===== config.mk =====
export PLATFORM = sky130hd
export DESIGN_NAME = pulse_conv_sequencer
export DESIGN_NICKNAME = d
export VERILOG_FILES = /design/src/rtl/pcs_pkg.sv /design/src/rtl/pcs_phase_timer.sv /design/src/rtl/pcs_valid_delay.sv /design/src/rtl/pcs_seq_fsm.sv /design/src/rtl/pulse_conv_sequencer.sv
export SDC_FILE = /design/constraint.sdc
export NUM_CORES = 1
export LEC_CHECK = 0
export BUFFER_PORTS_ARGS = -buffer_cell sky130_fd_sc_hd__buf_2
export CORE_AREA = 8 8 57 59
export DETAILED_ROUTE_END_ITERATION = 8
export DIE_AREA = 0 0 65 67
export GPL_TIMING_DRIVEN = 1
export PLACE_DENSITY = 0.68
export SYNTH_ARGS = -nofsm -noshare
export SYNTH_HDL_FRONTEND = slang
export SYNTH_SLANG_ARGS = --single-unit

===== constraint.sdc =====
create_clock -name clk -period 3.56 [get_ports clk]
set_input_delay 0.534 -clock clk [delete_from_list [all_inputs] [get_ports clk]]
set_output_delay 0.534 -clock clk [all_outputs]
set_load 0.05 [all_outputs]

===== src/rtl/pcs_pkg.sv =====
package pcs_pkg;

  typedef enum logic [2:0] {
    ST_PARK_AB  = 3'd0,  // idle, auto-balance level
    ST_PRE_AB   = 3'd1,  // start taken, finishing minimum auto-balance
    ST_SMP_A    = 3'd2,  // first sample, ends with first active edge
    ST_AB_MID   = 3'd3,  // auto-balance between the two samples
    ST_SMP_B    = 3'd4,  // second sample, ends with second active edge
    ST_PARK_SMP = 3'd5   // idle, sample level (low-power standby)
  } seq_st_t;

  function automatic logic is_sample(input seq_st_t s);
    return (s == ST_SMP_A) || (s == ST_SMP_B) || (s == ST_PARK_SMP);
  endfunction

  function automatic int max2(input int a, input int b);
    return (a > b) ? a : b;
  endfunction

endpackage


===== src/rtl/pcs_phase_timer.sv =====
// Counts cycles spent at the current converter-clock level, saturating.
module pcs_phase_timer #(
  parameter int SAT = 8,
  parameter int CW  = 4
) (
  input  logic          clk,
  input  logic          rst,
  input  logic          restart,
  output logic [CW-1:0] cnt
);

  always_ff @(posedge clk) begin
    if (rst) begin
      cnt <= '0;
    end else if (restart) begin
      cnt <= '0;
    end else if (cnt != CW'(SAT)) begin
      cnt <= cnt + 1'b1;
    end
  end

endmodule


===== src/rtl/pcs_valid_delay.sv =====
// Down-counter that places the result strobe a fixed number of cycles
// after the second active edge.
module pcs_valid_delay #(
  parameter int DLY = 2,
  parameter int DW  = 2
) (
  input  logic clk,
  input  logic rst,
  input  logic fire,
  output logic pending,
  output logic strobe
);

  logic [DW-1:0] left_q;

  always_ff @(posedge clk) begin
    if (rst) begin
      left_q <= '0;
      strobe <= 1'b0;
    end else begin
      strobe <= (left_q == DW'(1));
      if (fire) begin
        left_q <= DW'(DLY);
      end else if (left_q != '0) begin
        left_q <= left_q - 1'b1;
      end
    end
  end

  assign pending = (left_q != '0);

endmodule


===== src/rtl/pcs_seq_fsm.sv =====
module pcs_seq_fsm
  import pcs_pkg::*;
#(
  parameter int AB_MIN  = 4,
  parameter int SMP_MIN = 3,
  parameter int SMP_MAX = 60,
  parameter int CW      = 6
) (
  input  logic          clk,
  input  logic          rst,
  input  logic          start,
  input  logic          park_smp,
  input  logic [CW-1:0] cnt,
  input  logic          pending,
  output logic          smp_nxt,
  output logic          restart,
  output logic          fire,
  output logic          busy,
  output logic          tmo_q
);

  localparam logic [CW-1:0] AB_LAST  = CW'(AB_MIN - 1);
  localparam logic [CW-1:0] SMP_LAST = CW'(SMP_MIN - 1);
  localparam logic [CW-1:0] LIM_LAST = CW'(SMP_MAX - 1);

  seq_st_t st_q, st_d;
  logic    hold_q, hold_clr, tmo_d, acc;
  logic    ab_done, smp_done, smp_limit;

  assign ab_done   = (cnt >= AB_LAST);
  assign smp_done  = (cnt >= SMP_LAST);
  assign smp_limit = (cnt >= LIM_LAST);
  assign busy      = ((st_q != ST_PARK_AB) && (st_q != ST_PARK_SMP)) || pending;
  assign acc       = start && !busy;

  always_comb begin
    st_d     = st_q;
    tmo_d    = 1'b0;
    fire     = 1'b0;
    hold_clr = 1'b0;
    case (st_q)
      ST_PARK_AB: begin
        if (acc) begin
          hold_clr = 1'b1;
          st_d     = ab_done ? ST_SMP_A : ST_PRE_AB;
        end else if (park_smp && !hold_q && ab_done) begin
          st_d = ST_PARK_SMP;
        end
      end
      ST_PRE_AB: if (ab_done)  st_d = ST_SMP_A;
      ST_SMP_A:  if (smp_done) st_d = ST_AB_MID;
      ST_AB_MID: if (ab_done)  st_d = ST_SMP_B;
      ST_SMP_B: begin
        if (smp_done) begin
          st_d = ST_PARK_AB;
          fire = 1'b1;
        end
      end
      ST_PARK_SMP: begin
        if (acc) begin
          st_d = smp_done ? ST_AB_MID : ST_SMP_A;
        end else if (smp_limit) begin
          st_d  = ST_PARK_AB;
          tmo_d = 1'b1;
        end else if (!park_smp && smp_done) begin
          st_d = ST_PARK_AB;
        end
      end
      default: st_d = ST_PARK_AB;
    endcase
  end

  assign smp_nxt = is_sample(st_d);
  assign restart = (is_sample(st_d) != is_sample(st_q));

  always_ff @(posedge clk) begin
    if (rst) begin
      st_q   <= ST_PARK_AB;
      hold_q <= 1'b0;
      tmo_q  <= 1'b0;
    end else begin
      st_q  <= st_d;
      tmo_q <= tmo_d;
      if (tmo_d) begin
        hold_q <= 1'b1;
      end else if (hold_clr) begin
        hold_q <= 1'b0;
      end
    end
  end

endmodule


===== src/rtl/pulse_conv_sequencer.sv =====
module pulse_conv_sequencer
  import pcs_pkg::*;
#(
  parameter int AB_MIN_CYC   = 4,
  parameter int SMP_MIN_CYC  = 3,
  parameter int SMP_MAX_CYC  = 60,
  parameter int DV_DELAY_CYC = 2,
  parameter bit PHASE_SEL    = 1'b0
) (
  input  logic clk,
  input  logic rst,
  input  logic start,
  input  logic park_in_sample,
  output logic conv_clk,
  output logic busy,
  output logic data_valid,
  output logic sample_timeout
);

  localparam int SAT = max2(AB_MIN_CYC - 1, SMP_MAX_CYC - 1);
  localparam int CW  = (SAT < 1) ? 1 : $clog2(SAT + 1);
  localparam int DW  = $clog2(DV_DELAY_CYC + 1);
  localparam logic AB_LVL = PHASE_SEL;

  logic [CW-1:0] cnt;
  logic          restart, smp_nxt, fire, pending, lvl_nxt;

  pcs_phase_timer #(.SAT(SAT), .CW(CW)) timer_i (
    .clk(clk), .rst(rst), .restart(restart), .cnt(cnt)
  );

  pcs_seq_fsm #(
    .AB_MIN(AB_MIN_CYC), .SMP_MIN(SMP_MIN_CYC), .SMP_MAX(SMP_MAX_CYC), .CW(CW)
  ) fsm_i (
    .clk(clk), .rst(rst), .start(start), .park_smp(park_in_sample),
    .cnt(cnt), .pending(pending), .smp_nxt(smp_nxt), .restart(restart),
    .fire(fire), .busy(busy), .tmo_q(sample_timeout)
  );

  pcs_valid_delay #(.DLY(DV_DELAY_CYC), .DW(DW)) dv_i (
    .clk(clk), .rst(rst), .fire(fire), .pending(pending), .strobe(data_valid)
  );

  // Map the sample/auto-balance decision onto the pin polarity.
  generate
    if (PHASE_SEL == 1'b0) begin : g_smp_high
      assign lvl_nxt = smp_nxt;
    end else begin : g_smp_low
      assign lvl_nxt = ~smp_nxt;
    end
  endgenerate

  always_ff @(posedge clk) begin
    if (rst) conv_clk <= AB_LVL;
    else     conv_clk <= lvl_nxt;
  end

endmodule


# == Yosys cells after proc, flatten, opt, wreduce, memory -nomap -nowiden ==
# Index checks and enable logic that the tools add are counted.
# word_totals
register_bits,15
output_inout_bits,4
elab_cells,68
# classes
addsub,2
order_cmp,3
n_eq_ne,12
n_mux,23
n_reduce_logical,20
# op_table
cell,n
$mux W3,9
$pmux W3 S6,1
$eq A3 B3 Y1 const B,4
$ge A6 B2 Y1 const B,2
$mux W1,10
$eq A3 B2 Y1 const B,3
$add A6 B1 Y6 const B,1
$ge A6 B6 Y1 const B,1
$mux W2,3
$ne A6 B6 Y1 const B,1
$reduce_bool A2 Y1,3
$logic_and A1 B1 Y1,5
$logic_or A1 B1 Y1,5
$reduce_or A2 Y1,2
$eq A3 B1 Y1 const B,1
$logic_not A1 Y1,3
$logic_not A3 Y1,1
$ne A3 B3 Y1 const B,1
$reduce_bool A3 Y1,1
$eq A2 B1 Y1 const B,1
$sub A2 B1 Y2 const B,1
$ne A1 B1 Y1,1

# == Longest topological paths before layout ==
# depth
ltp_word,12
mapped_depth,8

# == Hierarchy ==
# From an unflattened synthesis, not the netlist that was laid out.
# hier_totals
cells_unflattened,103
area_unflattened_um2,869.6
# modules_own_cells
mod,n_inst,cells_each,area_per_inst_um2,seq_area_each_um2
pcs_seq_fsm,1,65,475.5,100.1
pcs_phase_timer,1,28,257.7,120.1
pcs_valid_delay,1,8,102.6,60.1
pulse_conv_sequencer,1,2,33.8,20.0

# == Least setup slack after synthesis ==
# Ideal clock, no wire load.
# synth_timing
path_type,reg2out
startpoint,reg fsm_i.st_q[0]
endpoint,out busy
t_arrival_ns,1.831
slack_ns,1.195
stages_incl_launch_ff,4
path_buffers,1
path_cell_list,dfxtp_1 > clkbuf_1 > nor2_1 > o21ai_0
# synth_between
elab_chain_len,3
elab_cells_between_ends,4
classes_between,1 x eq/ne; 3 x reduce/logical
# synth_rtl
item,line,source
start: declaration,pcs_seq_fsm.sv:26,"seq_st_t st_q, st_d;"
start signal: assignment,pcs_seq_fsm.sv:82,st_q <= st_d;
$ne A3 B3 Y1 or $reduce_bool A3 Y1 (tied branches),pcs_seq_fsm.sv:33,assign busy = ((st_q != ST_PARK_AB) && (st_q != ST_PARK_SMP)) || pending;
$logic_and A1 B1 Y1 *,pcs_seq_fsm.sv:33,
$logic_or A1 B1 Y1 *,pcs_seq_fsm.sv:33,
end: declaration,pulse_conv_sequencer.sv:15,"output logic busy,"
# Mark *: on every way between the ends. The rest lies on a longest branch, timed or not.

# == Final worst setup path ==
# Same ends and word-level chain as after synthesis.

==> run summary <==
=================================================================================================================
Endpoint, Worst Hold                                                                                 fsm_i.hold_q
Die span in x                                                                                               65 um
Vias per inst                                                                                                5.49
Number of global-route vias before repair                                                                     769
Critical-path cell with the highest stage delay                                                      sky130_fd_sc_hd__dfxtp_1
Clock insertion delay at the later pin of the skew report                                                 0.28 ns
Std cell rows                                                                                                  18
Type of the worst setup path                                                                         flip-flop to output port
Areal power density over the cells                                                                    611 nW/um^2
TritonCTS clock tree                                                                                         done
Number of clock buffers inserted by TritonCTS                                                                   3
Part of the total power dissipated in combinational logic                                                   0.435
Total of hold buffers inserted after clock tree synthesis                                                       0
DRT Pass-1 Iters                                                                                                4
First-iteration detailed-routing DRC count                                                                     33
Total count of max-transition violations in the final report                                                    0
Crit path max-delay family                                                                             flip-flops
Capturing element type of the critical path                                                           output port
Total routing resource utilization after global routing                                                    0.0925
Dominant combinational cell family by area after synthesis                                           simple AND/OR/NAND/NOR gates
Part of the total power dissipated in sequential elements                                                   0.404
Unrepaired setup endpoints after global routing                                                             false
PortBufs                                                                                                        7
Mean instance size in the synthesized netlist                                                           8.67 um^2
Switching part of the total                                                                                 0.417
CTS HTree Levels                                                                                                1
Final WL                                                                                                  1810 um
Global-route wire length before repair                                                                    3240 um
Final worst path period share                                                                               0.574
Number of resized instances in the post-cts repair step                                                         0
Multiplexer share of the synthesized area                                                                       0
Maximum buffer depth of the clock tree                                                                          2
Die Outline Area                                                                                        4360 um^2
IO Pins                                                                                                         8
Core Box Area                                                                                           2360 um^2
Count of final hold-check violations                                                                            0
Largest net degree at the start of global routing                                                              16
Cells after Synth                                                                                             105
Hold path depth                                                                                                 1
Storage cell area                                                                                        300 um^2
Largest incremental delay on the critical path                                                            0.61 ns
Netlist Area Pre-Place                                                                                   911 um^2
Simple-gate area share of the yosys netlist                                                                 0.283
Combined buffer and inverter count along the critical path                                                      1
Post-layout nets                                                                                              117
Critical path data required time                                                                          3.03 ns
Static Leakage                                                                                           0.336 nW
Root Buffer Master                                                                                   sky130_fd_sc_hd__clkbuf_4
Worst hold start                                                                                     fsm_i.hold_q
Remaining max-slew budget at the tightest pin                                                               0.606
Accumulated negative setup slack                                                                             0 ns
Net switching power                                                                                      0.244 mW
CP Launch Type                                                                                          flip-flop
Number of cells on the worst reg-to-reg path                                                                    6
Initial antenna violation count                                                                                 0
Worst hold slack                                                                                         0.533 ns
Clock tree skew after final layout                                                                     0.00597 ns
Final critical delay including setup and external delays                                                  2.04 ns
Sequential area share after synthesis                                                                       0.330
Number of clock sinks seen by CTS                                                                              15
Flip-flop and latch count after synthesis                                                                      15
Count of distinct cell types in the synthesized netlist                                                        39
Syn. warnings                                                                                                   0
Area growth from synthesis to layout                                                                        5.22%
DP HPWL                                                                                                   1360 um
Startpoint of the lowest-slack register-to-register path                                             timer_i.cnt[1]
Run status                                                                                           complete, no violations
Number of antenna repair diodes                                                                                 0
Setup slack of the worst register-to-register path                                                        1.56 ns
Slew at the pin closest to its max-slew limit                                                            0.583 ns
Count of vias placed by the detailed router                                                                   768
Path type of the worst min-delay path                                                                flip-flop to flip-flop
Initial standard-cell utilization of the core                                                               0.385
Arithmetic-cell share of the synthesized area counting full adders, half adders and majority gates         0.0275
Routability congestion estimate                                                                             0.807
Area occupied by multi-input gates                                                                       548 um^2
Synth Area in Compound Gates                                                                                0.253
GRT overflow                                                                                                    0
Critical path data arrival time                                                                           1.51 ns
Layout cell share with drive strength beyond 1                                                              0.182
Internal                                                                                                 0.341 mW
Synthesized-area fraction occupied by xor and xnor cells                                                   0.0385
Clock network fraction of design power                                                                      0.160
Routed wire per std cell                                                                                  12.9 um
Number of DRC violations after detailed routing                                                                 0
Largest driver fanout on the critical path                                                                     15
Max-capacitance violation count                                                                                 0
Post-CTS setup buffer count                                                                                     0
Number of nets produced by synthesis                                                                          111
Maximum VDD drop                                                                                       0.000278 V
Antenna Violating Nets Remaining                                                                                0
Endpoint of the lowest-slack register-to-register path                                               timer_i.cnt[5]
Cells along the critical path                                                                        nor2_1 > o21ai_0 > buf_2
Maximum frequency from static timing analysis                                                             490 MHz
Final setup fails                                                                                               0
Clock Pin Slew Worst Setup and Hold Paths                                                                 0.08 ns
Fillers                                                                                                       256
Height of the chip                                                                                          67 um
=================================================================================================================
[how the worst max path moves through the flow]
stage / start / to / slack (ns) / cells past startpoint
floorplan: fsm_i.st_q[0] / busy / 1.20 / 3
global placement: start / timer_i.cnt[5] / 1.61 / 6
detailed placement: start / timer_i.cnt[5] / 1.55 / 6
CTS: fsm_i.st_q[0] / busy / 1.52 / 3
global route: fsm_i.st_q[0] / busy / 1.36 / 3
finish: fsm_i.st_q[0] / busy / 1.52 / 3
[power by group through the flow]
stage / clock network (mW) / registers, mW / logic, mW
6_report: 0.0939 / 0.236 / 0.255
5_1_grt: 0.107 / 0.243 / 0.282
4_1_cts: 0.0998 / 0.236 / 0.255
3_5_place_dp: 0 / 0.240 / 0.254
3_3_place_gp: 0 / 0.238 / 0.250
2_1_floorplan: 0 / 0.229 / 0.222
[cell type report]
type | count | share of cell area
Clock buffer | 4 | 0.0274
Inverter | 3 | 0.0117
Multi-Input combinational cell | 81 | 0.572
Sequential cell | 15 | 0.313
Timing Repair Buffer | 7 | 0.0366
Tap cell | 30 | 0.0392
[worst reg2reg max path, cell delays in order (launching register included)]
cell	delay (ns)
sky130_fd_sc_hd__dfxtp_1	0.39
sky130_fd_sc_hd__ha_1	0.33
sky130_fd_sc_hd__o2111ai_1	0.30
sky130_fd_sc_hd__nand4_1	0.16
sky130_fd_sc_hd__o22a_2	0.31
sky130_fd_sc_hd__a21oi_2	0.28
sky130_fd_sc_hd__o22a_2	0.20
[kinds of logic (layout without fill, tap and decap cells)]
family          count (synthesis)  count (layout)
fa+ha+maj                       2               2
compound gates                 31              31
simple gates                   44              44
flops                          15              15
buf+inv                         9              14
xor+xnor                        4               4
[stage by stage]
step	total power [mW]	std cells	instance area [um^2]	setup WS, ns	util
floorplan	0.451	105	911	1.20	-
global placement	0.488	136	932	1.61	0.394
detailed placement	0.494	136	932	1.55	0.394
CTS	0.591	140	958	1.52	0.405
global route	0.632	140	958	1.36	0.405
finish	0.585	140	958	1.52	0.405
[cell usage in the layout (no fill, tap or decap), types with 2 or more instances in the layout]
cell,n
sky130_fd_sc_hd__nand2b_1,3
sky130_fd_sc_hd__a21oi_1,8
sky130_fd_sc_hd__inv_1,3
sky130_fd_sc_hd__xnor2_1,4
sky130_fd_sc_hd__o22a_2,2
sky130_fd_sc_hd__nand2_1,7
sky130_fd_sc_hd__dfxtp_1,15
sky130_fd_sc_hd__o21ai_0,4
sky130_fd_sc_hd__o21a_1,6
sky130_fd_sc_hd__nor4b_1,3
sky130_fd_sc_hd__buf_2,7
sky130_fd_sc_hd__nor2_1,7
sky130_fd_sc_hd__ha_1,2
sky130_fd_sc_hd__nand3_1,4
sky130_fd_sc_hd__nor3b_1,3
sky130_fd_sc_hd__clkbuf_4,3
sky130_fd_sc_hd__nor3_1,8
[sequential cells by signal, summed over array words and instances, names as in the netlist]
register,count
fsm_i.tmo_q,1
dv_i.left_q,2
dv_i.strobe,1
conv_clk,1
timer_i.cnt,6
fsm_i.st_q,3
fsm_i.hold_q,1
[layer usage]
layer,global-route usage,vias up,part of all wire
li1,-,398,-
met1,0.0962,354,0.43
met2,0.173,16,0.51
met4,0.0163,0,0
met3,0.0369,0,0.059
met5,0,-,0
[synthesized netlist by cell type]
master                      count  area [um^2]
sky130_fd_sc_hd__dfxtp_1       15          300
sky130_fd_sc_hd__a21oi_1        8         40.0
sky130_fd_sc_hd__nor3_1         8         40.0
sky130_fd_sc_hd__nand2_1        7         26.3
sky130_fd_sc_hd__nor2_1         7         26.3
sky130_fd_sc_hd__o21a_1         6         45.0
sky130_fd_sc_hd__nand3_1        4         20.0
sky130_fd_sc_hd__o21ai_0        4         20.0
sky130_fd_sc_hd__xnor2_1        4         35.0
sky130_fd_sc_hd__inv_1          3         11.3
sky130_fd_sc_hd__nand2b_1       3         18.8
sky130_fd_sc_hd__nor3b_1        3         22.5
sky130_fd_sc_hd__nor4b_1        3         26.3
sky130_fd_sc_hd__clkbuf_1       2         7.51
sky130_fd_sc_hd__clkbuf_8       2         27.5
sky130_fd_sc_hd__ha_1           2         25.0
sky130_fd_sc_hd__o22a_2         2         20.0
sky130_fd_sc_hd__a2111oi_0      1         8.76
sky130_fd_sc_hd__a21oi_2        1         8.76
sky130_fd_sc_hd__a22oi_1        1         7.51
sky130_fd_sc_hd__a2bb2oi_2      1         15.0
sky130_fd_sc_hd__a31o_2         1         8.76
sky130_fd_sc_hd__a31oi_1        1         6.26
sky130_fd_sc_hd__and2_1         1         6.26
sky130_fd_sc_hd__and2b_2        1         8.76
sky130_fd_sc_hd__and3_1         1         6.26
sky130_fd_sc_hd__buf_6          1         11.3
sky130_fd_sc_hd__clkbuf_2       1         5.00
sky130_fd_sc_hd__nand3b_1       1         7.51
sky130_fd_sc_hd__nand4_1        1         6.26
sky130_fd_sc_hd__nor3_4         1         16.3
sky130_fd_sc_hd__nor4_1         1         6.26
sky130_fd_sc_hd__o2111ai_1      1         8.76
sky130_fd_sc_hd__o21bai_1       1         7.51
sky130_fd_sc_hd__o21bai_4       1         18.8
sky130_fd_sc_hd__o22ai_1        1         6.26
sky130_fd_sc_hd__o2bb2ai_1      1         8.76
sky130_fd_sc_hd__or3b_2         1         8.76
sky130_fd_sc_hd__or4_4          1         11.3
(Power assumes the default switching activity.)
